File: src/rtl/pcs100_tx_pkg.sv
package pcs100_tx_pkg;
  localparam int NIB_W  = 4;
  localparam int CG_W   = 5;
  localparam int LFSR_W = 11;

  typedef enum logic [1:0] {FR_IDLE, FR_K, FR_DATA, FR_R} fr_state_t;

  localparam logic [CG_W-1:0] CG_I = 5'b11111;
  localparam logic [CG_W-1:0] CG_J = 5'b11000;
  localparam logic [CG_W-1:0] CG_K = 5'b10001;
  localparam logic [CG_W-1:0] CG_T = 5'b01101;
  localparam logic [CG_W-1:0] CG_R = 5'b00111;
  localparam logic [CG_W-1:0] CG_H = 5'b00100;

  localparam logic [1:0] LV_ZERO = 2'b00;
  localparam logic [1:0] LV_POS  = 2'b01;
  localparam logic [1:0] LV_NEG  = 2'b11;

  function automatic logic [CG_W-1:0] enc4b5b(input logic [NIB_W-1:0] n);
    case (n)
      4'h0: return 5'b11110;
      4'h1: return 5'b01001;
      4'h2: return 5'b10100;
      4'h3: return 5'b10101;
      4'h4: return 5'b01010;
      4'h5: return 5'b01011;
      4'h6: return 5'b01110;
      4'h7: return 5'b01111;
      4'h8: return 5'b10010;
      4'h9: return 5'b10011;
      4'hA: return 5'b10110;
      4'hB: return 5'b10111;
      4'hC: return 5'b11010;
      4'hD: return 5'b11011;
      4'hE: return 5'b11100;
      default: return 5'b11101;
    endcase
  endfunction

  function automatic logic lfsr_key(input logic [LFSR_W-1:0] s);
    return s[LFSR_W-1] ^ s[LFSR_W-3];
  endfunction

  function automatic logic [LFSR_W-1:0] lfsr_adv(input logic [LFSR_W-1:0] s);
    return {s[LFSR_W-2:0], lfsr_key(s)};
  endfunction

  function automatic logic [1:0] mlt3_step(input logic [1:0] lvl, input logic go_pos);
    if (lvl != LV_ZERO) return LV_ZERO;
    return go_pos ? LV_POS : LV_NEG;
  endfunction
endpackage

File: src/rtl/pcs100_tx_framer.sv
module pcs100_tx_framer
  import pcs100_tx_pkg::*;
#(
  parameter int BITS_PER_CG = CG_W
) (
  input  logic             clk,
  input  logic             rst_n,
  input  logic [NIB_W-1:0] txd,
  input  logic             tx_en,
  input  logic             tx_er,
  output logic             nib_stb,
  output logic [CG_W-1:0]  cg_next
);
  localparam int CNT_W = $clog2(BITS_PER_CG);
  localparam logic [CNT_W-1:0] CNT_LAST = CNT_W'(BITS_PER_CG - 1);

  logic [CNT_W-1:0] bit_cnt;
  fr_state_t        st, st_nx;

  assign nib_stb = (bit_cnt == CNT_LAST);

  always_ff @(posedge clk) begin
    if (!rst_n) begin
      bit_cnt <= '0;
      st      <= FR_IDLE;
    end else begin
      bit_cnt <= nib_stb ? '0 : bit_cnt + 1'b1;
      if (nib_stb) st <= st_nx;
    end
  end

  always_comb begin
    st_nx   = st;
    cg_next = CG_I;
    case (st)
      FR_IDLE: if (tx_en) begin cg_next = CG_J; st_nx = FR_K; end
      FR_K: begin
        if (tx_en) begin cg_next = CG_K; st_nx = FR_DATA; end
        else       begin cg_next = CG_T; st_nx = FR_R;    end
      end
      FR_DATA: begin
        if (tx_en) cg_next = tx_er ? CG_H : enc4b5b(txd);
        else begin cg_next = CG_T; st_nx = FR_R; end
      end
      default: begin cg_next = CG_R; st_nx = FR_IDLE; end
    endcase
  end

  // checker-only record of the previous group taken
  logic [CG_W-1:0] prev_cg;
  always_ff @(posedge clk) begin
    if (!rst_n)       prev_cg <= CG_I;
    else if (nib_stb) prev_cg <= cg_next;
  end

  assert_stb_single_R1: assert property (@(posedge clk) disable iff (!rst_n)
    nib_stb |=> !nib_stb);
  assert_k_after_j_R3: assert property (@(posedge clk) disable iff (!rst_n)
    (nib_stb && prev_cg == CG_J && tx_en) |-> cg_next == CG_K);
  assert_t_then_r_R4: assert property (@(posedge clk) disable iff (!rst_n)
    (nib_stb && prev_cg == CG_T) |-> cg_next == CG_R);
  assert_idle_after_r_R4: assert property (@(posedge clk) disable iff (!rst_n)
    (nib_stb && prev_cg == CG_R && !tx_en) |-> cg_next == CG_I);
  assert_no_k_on_drop_R11: assert property (@(posedge clk) disable iff (!rst_n)
    (nib_stb && prev_cg == CG_J && !tx_en) |-> cg_next == CG_T);
endmodule

File: src/rtl/pcs100_tx_serializer.sv
module pcs100_tx_serializer
  import pcs100_tx_pkg::*;
(
  input  logic            clk,
  input  logic            rst_n,
  input  logic            load,
  input  logic [CG_W-1:0] cg_in,
  output logic            ser_bit
);
  logic [CG_W-1:0] sh;

  always_ff @(posedge clk) begin
    if (!rst_n)    sh <= '1;
    else if (load) sh <= cg_in;
    else           sh <= {sh[CG_W-2:0], 1'b1};
  end

  assign ser_bit = sh[CG_W-1];

  assert_msb_first_R6: assert property (@(posedge clk) disable iff (!rst_n)
    load |=> ser_bit == $past(cg_in[CG_W-1]));
endmodule

File: src/rtl/pcs100_tx_scrambler.sv
module pcs100_tx_scrambler
  import pcs100_tx_pkg::*;
#(
  parameter logic [LFSR_W-1:0] SEED = '1
) (
  input  logic clk,
  input  logic rst_n,
  input  logic in_bit,
  output logic key_bit,
  output logic scr_bit
);
  logic [LFSR_W-1:0] s;

  always_ff @(posedge clk) begin
    if (!rst_n) s <= SEED;
    else        s <= lfsr_adv(s);
  end

  assign key_bit = lfsr_key(s);
  assign scr_bit = in_bit ^ key_bit;

  assert_lfsr_live_R7: assert property (@(posedge clk) disable iff (!rst_n)
    s != '0);
endmodule

File: src/rtl/pcs100_tx_mlt3.sv
module pcs100_tx_mlt3
  import pcs100_tx_pkg::*;
(
  input  logic       clk,
  input  logic       rst_n,
  input  logic       in_bit,
  output logic [1:0] lvl
);
  logic go_pos;

  always_ff @(posedge clk) begin
    if (!rst_n) begin
      lvl    <= LV_ZERO;
      go_pos <= 1'b1;
    end else if (in_bit) begin
      lvl <= mlt3_step(lvl, go_pos);
      if (lvl == LV_ZERO) go_pos <= ~go_pos;
    end
  end

  assert_lvl_legal_R8: assert property (@(posedge clk) disable iff (!rst_n)
    lvl != 2'b10);
  assert_hold_on_zero_R8: assert property (@(posedge clk) disable iff (!rst_n)
    ($past(rst_n) && !$past(in_bit)) |-> $stable(lvl));
  assert_step_via_zero_R8: assert property (@(posedge clk) disable iff (!rst_n)
    (lvl != $past(lvl)) |-> (lvl == LV_ZERO || $past(lvl) == LV_ZERO));
endmodule

File: src/rtl/pcs100_tx_enc.sv
module pcs100_tx_enc
  import pcs100_tx_pkg::*;
#(
  parameter logic [LFSR_W-1:0] SCR_SEED = 11'h7FF
) (
  input  logic             clk,
  input  logic             rst_n,
  input  logic [NIB_W-1:0] txd,
  input  logic             tx_en,
  input  logic             tx_er,
  output logic             nib_stb,
  output logic [1:0]       mlt3_lvl
);
  logic [CG_W-1:0] cg_next;
  logic            ser_bit;
  logic            key_bit;
  logic            scr_bit;

  pcs100_tx_framer #(.BITS_PER_CG(CG_W)) u_framer (
    .clk(clk), .rst_n(rst_n), .txd(txd), .tx_en(tx_en), .tx_er(tx_er),
    .nib_stb(nib_stb), .cg_next(cg_next)
  );

  pcs100_tx_serializer u_ser (
    .clk(clk), .rst_n(rst_n), .load(nib_stb), .cg_in(cg_next), .ser_bit(ser_bit)
  );

  pcs100_tx_scrambler #(.SEED(SCR_SEED)) u_scr (
    .clk(clk), .rst_n(rst_n), .in_bit(ser_bit), .key_bit(key_bit), .scr_bit(scr_bit)
  );

  pcs100_tx_mlt3 u_mlt3 (
    .clk(clk), .rst_n(rst_n), .in_bit(scr_bit), .lvl(mlt3_lvl)
  );

  assert_key_applied_R7: assert property (@(posedge clk) disable iff (!rst_n)
    (scr_bit != ser_bit) == key_bit);
endmodule

File: config.mk
export PLATFORM = sky130hd
export DESIGN_NAME = pcs100_tx_enc
export DESIGN_NICKNAME = d
export VERILOG_FILES = /design/src/rtl/pcs100_tx_pkg.sv /design/src/rtl/pcs100_tx_framer.sv /design/src/rtl/pcs100_tx_serializer.sv /design/src/rtl/pcs100_tx_scrambler.sv /design/src/rtl/pcs100_tx_mlt3.sv /design/src/rtl/pcs100_tx_enc.sv
export SDC_FILE = /design/constraint.sdc
export NUM_CORES = 1
export LEC_CHECK = 0
export ABC_AREA = 1
export BUFFER_PORTS_ARGS = -buffer_cell sky130_fd_sc_hd__buf_2
export CORE_MARGIN = 8
export CORE_UTILIZATION = 36
export DETAILED_ROUTE_END_ITERATION = 10
export SLEW_MARGIN = 20
export SYNTH_ARGS = -nofsm -noshare
export SYNTH_HDL_FRONTEND = slang
export SYNTH_SLANG_ARGS = --single-unit
File: constraint.sdc
create_clock -name clk -period 1.2 [get_ports clk]
set_input_delay 0.24 -clock clk [delete_from_list [all_inputs] [get_ports clk]]
set_output_delay 0.24 -clock clk [all_outputs]
set_load 0.01 [all_outputs]
======== Word-level counts from Yosys, hierarchy flattened ========
Memories as Yosys holds them, arrays and structs flattened.
Index checks and enable logic that the tools add are counted.
word-level totals
  register bits after elaboration ......... 24
  ROM bits ................................ 80
  bits of input ports ..................... 8
  output and inout bits ................... 3
  logic and storage cells ................. 41
  memories kept ........................... 1
memory list
  memory            depth  width  read ports  clocked after Yosys merged registers in  write ports  RTL line             source
  (name not given)  16     5      1           0                                        0            pcs100_tx_pkg.sv:20  case (n)
operators by class
  add/subtract/negate cells ............... 1
  eq/ne operators ......................... 5
  mux-type cells .......................... 16
  bitwise gates (word level) .............. 4
  reductions and logical operators ........ 7
operators by type and width
  kind                                                              number
  5-bit two-way mux                                                 4
  5-bit one-hot mux with 3 select lines                             1
  2-bit two-way mux                                                 5
  2-bit one-hot mux with 3 select lines                             1
  2-bit logical NOT                                                 2
  1-bit two-way mux                                                 4
  2-bit inequality test (second input constant)                     2
  2-bit AND reduction                                               2
  3-bit by 1-bit adder with 3-bit output (second input constant)    1
  3-bit == test (second input constant)                             1
  3-bit two-way mux                                                 1
  3-bit AND reduction                                               1
  2-bit by 1-bit == test with 1-bit output (second input constant)  1
  2-bit == test (second input constant)                             1
  1-bit inverter                                                    2
  2-bit nonzero test                                                1
  2-bit OR reduction                                                1
  1-bit bitwise XOR                                                 2

======== Longest topological paths before layout ========
  depth in word-level cells ............... 5
  gate-level depth with buffers ........... 8
  gate-level depth less buffers ........... 8

======== By module ========
A second synthesis with hierarchy kept.
unflattened totals
  cells, all modules ...................... 147
  area total of the unflattened synthesis .. 1073.5 um^2
modules (own cells, without submodules)
  module                times used  cells an instance  area each (um^2)  sequential area each (um^2)
  pcs100_tx_framer      1           69                 429.2             100.1
  pcs100_tx_scrambler   1           43                 355.3             220.2
  pcs100_tx_serializer  1           20                 163.9             100.1
  pcs100_tx_mlt3        1           15                 125.1             60.1

======== Worst setup path before layout ========
Ideal clock, no wire load.
  kind .................................... register to register
  start point ............................. reg u_framer.st[0]
  end point ............................... reg u_framer.st[0]
  data arrival time ....................... 1.035 ns
  required time ........................... 1.085 ns
  path slack .............................. 0.050 ns
  stages on the path, launching flop included .. 7
  path buffers ............................ 0
  period minus slack after synthesis ...... 1.150 ns
  cell sequence ........................... dfxtp_1 > inv_1 > ha_1 > nand3b_1 > nand2_1 > inv_1 > o21a_1
on the way
  word-level cells in the longest chain between the ends .. 3
  elaborated cells between the ends (all ways) .. 7
  those cells by class .................... eq/ne: 4; mux: 1; reduce/logical: 2
ends and longest elaborated chain
  item                                                RTL line                source
  start, declared                                     pcs100_tx_framer.sv:18  fr_state_t st, st_nx;
  start signal, assigned                              pcs100_tx_framer.sv:28  if (nib_stb) st <= st_nx;
  2-bit == test or 2-bit logical NOT (tied branches)  pcs100_tx_framer.sv:35  case (st)
  2-bit inequality test (no line)                     -
  3-bit AND reduction (no line)                       -
Parallel ways exist; a longest one is shown, timed or not.
A chain may end at the register's enable or synchronous reset.

======== Worst setup path after layout ========
  start point ............................. reg u_framer.bit_cnt[0]
  end point ............................... out nib_stb
on the way
  word-level cells in the longest chain between the ends .. 1
ends and longest elaborated chain
  item                    RTL line                source
  start, declared         pcs100_tx_framer.sv:17  logic [CNT_W-1:0] bit_cnt;
  start signal, assigned  pcs100_tx_framer.sv:27  bit_cnt <= nib_stb ? '0 : bit_cnt + 1'b1;
  3-bit == test           pcs100_tx_framer.sv:20  assign nib_stb = (bit_cnt == CNT_LAST);
  end, declared           pcs100_tx_enc.sv:11     output logic nib_stb,
Every way passes these cells.

==> results.json <==
{
  "violations": "setup timing",
  "max_freq_mhz": 751,
  "slowest_delay_ps": 360,
  "post-dp-hpwl_um": 1380,
  "synthSimpleGateAreaFrac_pct": 29.5,
  "hp-start": "rst_n",
  "path_buf_inv": 3,
  "rr_startpoint": "u_framer.st[1]$_SDFFE_PN0P_",
  "grt.busiest_layer": "met2",
  "die_h_um": 69.6,
  "cts_hold_buf": 0,
  "synth_top_area_share_pct": 46.4,
  "fp-row-count": 19,
  "die_x_um": 69.6,
  "seq_area_frac_synth_pct": 46.4,
  "cp-end-kind": "output port",
  "insertion_delay_ps": 310,
  "synth_cells": 127,
  "start_kind": "register",
  "drv_cap": 0,
  "worstMarginPinSlew_ps": 208,
  "syn_area_sq_mm": 0.00103,
  "start_util_pct": 37.8,
  "clock_path_buffers": 2,
  "crit_cells": 5,
  "nets": 161,
  "globalplace.congestion": 0.872,
  "path_cells": "inv_2, ha_4, nand2_4, clkinv_4, buf_6",
  "cts.sinks": 24,
  "syn_nets": 141,
  "setup_viol": 1,
  "numCtsBuffers": 3,
  "via_per_inst": 4.66,
  "grtUsageTotal_pct": 7.61,
  "r2r_slack_ps": 10,
  "yosysTopAreaCell": "dfxtp_1",
  "clk_pin_slew_worst_paths_ps": 130,
  "r2r-end": "u_framer.st[0]$_SDFFE_PN0P_",
  "drt_first_pass_iters": 2,
  "synth_top_family_by_area": "simple AND/OR/NAND/NOR gates",
  "synth_edf_count": 0,
  "async_reset_ff_share_pct": 0,
  "crit_slowest_cell": "dfxtp_2",
  "status": "complete, but fails checks",
  "synth_fa_ha_area_share_pct": 7.26,
  "synth.area.mux_share_pct": 0,
  "detail_route.wirelength_um": 1980,
  "finalClockSkew_ps": 2.89,
  "drt_iter0_markers": 34,
  "fill_cells": 265,
  "maxSlewViolCount": 0,
  "synth_xor_area_share_pct": 0.846,
  "tritoncts": "yes",
  "finalNonFillerCells": 177,
  "total_power_uw": 1680,
  "cp.required_ps": 960,
  "multiInputGateArea_sq_um": 557,
  "drc_errors": 0,
  "drive_gt1_share_pct": 41.1,
  "period_share_pct": 111,
  "setup_tns_ps": -131,
  "synth_compound_area_share_pct": 7.86,
  "grt_util_met2_pct": 13.1,
  "antenna_left": 0,
  "startpoint": "u_framer.bit_cnt[0]$_SDFF_PP0_",
  "post-synth-top-count-cell": "nand2_1",
  "crit_end": "nib_stb",
  "n_antenna_cell": 0,
  "pin_count": 11,
  "wl_per_cell_um": 11.2,
  "area_growth_pct": 27.4,
  "fin_util_pct": 48.2,
  "period_needed_ps": 1330,
  "p_leak_uw": 0.000593,
  "fin_ws_ps": -131,
  "antenna_found_initial": 0,
  "final_hold_viol_count": 0,
  "rsz0062_at_grt": "yes",
  "crit_arrival_ps": 1090,
  "root_buffer": "clkbuf_4",
  "r2r_cells": 7,
  "synthFlopType": "dfxtp_1",
  "global_route.usage.met3_pct": 1.29,
  "fp.coreArea_sq_mm": 0.00273,
  "grt_max_degree": 15,
  "die-area_sq_mm": 0.00485,
  "crit_fanout": 2,
  "ff_latch_area_sq_um": 490,
  "ys_types": 22,
  "dp_cells": 169,
  "min_path_type": "primary input to register",
  "met1_usage_pct": 8.47,
  "gr-total-overflow": 0,
  "ir_drop_mv": 0.924,
  "syn_area_per_cell_sq_um": 8.15,
  "portBuffers": 10,
  "grt_pass1_vias": 813,
  "ys_ff_latch": 24,
  "pwr_density_cell_mw_per_mm2": 1270,
  "htree_levels": 1,
  "ys_top_cells_by_area": "dfxtp_1 (46%), nand2_1 (9.1%), ha_1 (7.3%)",
  "worstSetupPathType": "register to output port",
  "vias": 824,
  "max_slew_margin_pct": 86.1,
  "yosysWarnings": 0,
  "critPathTopFamily": "flip-flops",
  "grt_pass1_wl_um": 3190,
  "synth_common_cells": "nand2_1 (25), dfxtp_1 (24), inv_1 (14), nor2_1 (10)"
}
==> flip-flops by register name, summed over array words and instances (netlist names) <==
signal            cells
u_scr.s              11
u_framer.st           2
u_mlt3.go_pos         1
u_framer.bit_cnt      3
u_mlt3.lvl            2
u_ser.sh              5
==> cell families (layout without fill, tap and decap cells) <==
logic type	count (synthesis)	count (layout)
xor+xnor	1	1
simple gates	62	62
buf+inv	19	38
compound gates	15	15
flops	24	24
fa+ha+maj	6	6
==> power breakdown <==
group	total [uW]	internal, uW	switching [uW]
combinational	239	108	130
sequential	862	837	25.0
clock	575	337	237
total	1680	1280	393
==> through the flow <==
stage | hold slack (ps) | instance area, sq um | worst slack, ps
after floorplan | 392 | 1030 | 50.1
after global placement | 394 | 1130 | -34.3
after detailed placement | 399 | 1130 | -75.6
after CTS | 114 | 1250 | -141
after global routing | 139 | 1320 | -180
final | 129 | 1320 | -131
==> worst min path at each step <==
| stage | to | slack (ps) | cells after the start |
|---|---|---|---|
| CTS | u_scr.s[9]$_SDFF_PN1_ | 110 | 2 |
| floorplan | u_scr.s[10]$_SDFF_PN1_ | 390 | 1 |
| finish | u_scr.s[9]$_SDFF_PN1_ | 130 | 2 |
| detailed placement | u_scr.s[1]$_SDFF_PN1_ | 400 | 1 |
| global placement | u_scr.s[4]$_SDFF_PN1_ | 390 | 1 |
| global route | u_scr.s[9]$_SDFF_PN1_ | 140 | 2 |
==> worst register-to-register path: stages, from the launching register on <==
cell and delay [ps]:
dfxtp_4 370, buf_4 140, ha_4 170, inv_1 60, nand3b_1 80, nand2_1 60, inv_1 50, o21a_1 170
==> per-layer routing <==
layer	wire length (um)	vias to the layer above	share of wire, %
met3	54	4	2.7
met4	62	0	3.1
met1	936	375	47
met5	0	-	0
li1	-	431	-
met2	931	14	47
==> final cells by class <==
class                           count  share of cell area (%)
Tap cell                           31                    2.94
Inverter                           17                    5.41
Sequential cell                    24                    37.2
Timing Repair Buffer               17                    8.25
Clock buffer                        3                    1.71
Clock inverter                      1                    2.28
Multi-Input combinational cell     84                    42.2
==> layout by cell type (no fill, tap or decap) <==
| cell type | n |
|---|---|
| inv_1 | 9 |
| dfxtp_4 | 2 |
| buf_2 | 9 |
| buf_4 | 7 |
| nor2_4 | 1 |
| o21a_1 | 1 |
| a21oi_1 | 7 |
| nor2_2 | 1 |
| o21ai_2 | 1 |
| ha_4 | 3 |
| clkbuf_4 | 3 |
| or2_2 | 9 |
| buf_6 | 1 |
| nand2_4 | 2 |
| nand2_1 | 23 |
| inv_4 | 1 |
| dfxtp_2 | 2 |
| clkinv_4 | 1 |
| nor3_4 | 1 |
| a21oi_2 | 2 |
| xnor2_1 | 1 |
| nor2_1 | 9 |
| o21ai_0 | 4 |
| nand2_2 | 3 |
| nor3_1 | 1 |
| dfxtp_1 | 20 |
| bufinv_16 | 1 |
| nand3_2 | 2 |
| ha_1 | 2 |
| ha_2 | 1 |
| nand3_1 | 7 |
| nand3b_1 | 2 |
| inv_2 | 6 |
| nand3_4 | 1 |
==> repair_timing <==
item,in CTS,in global routing
resized for setup,16,17
endpoints found under the setup margin,8,8
pin swaps,5,3
hold endpoints to repair,0,0
setup buffers,4,2
Power figures use the tool's default switching activity.
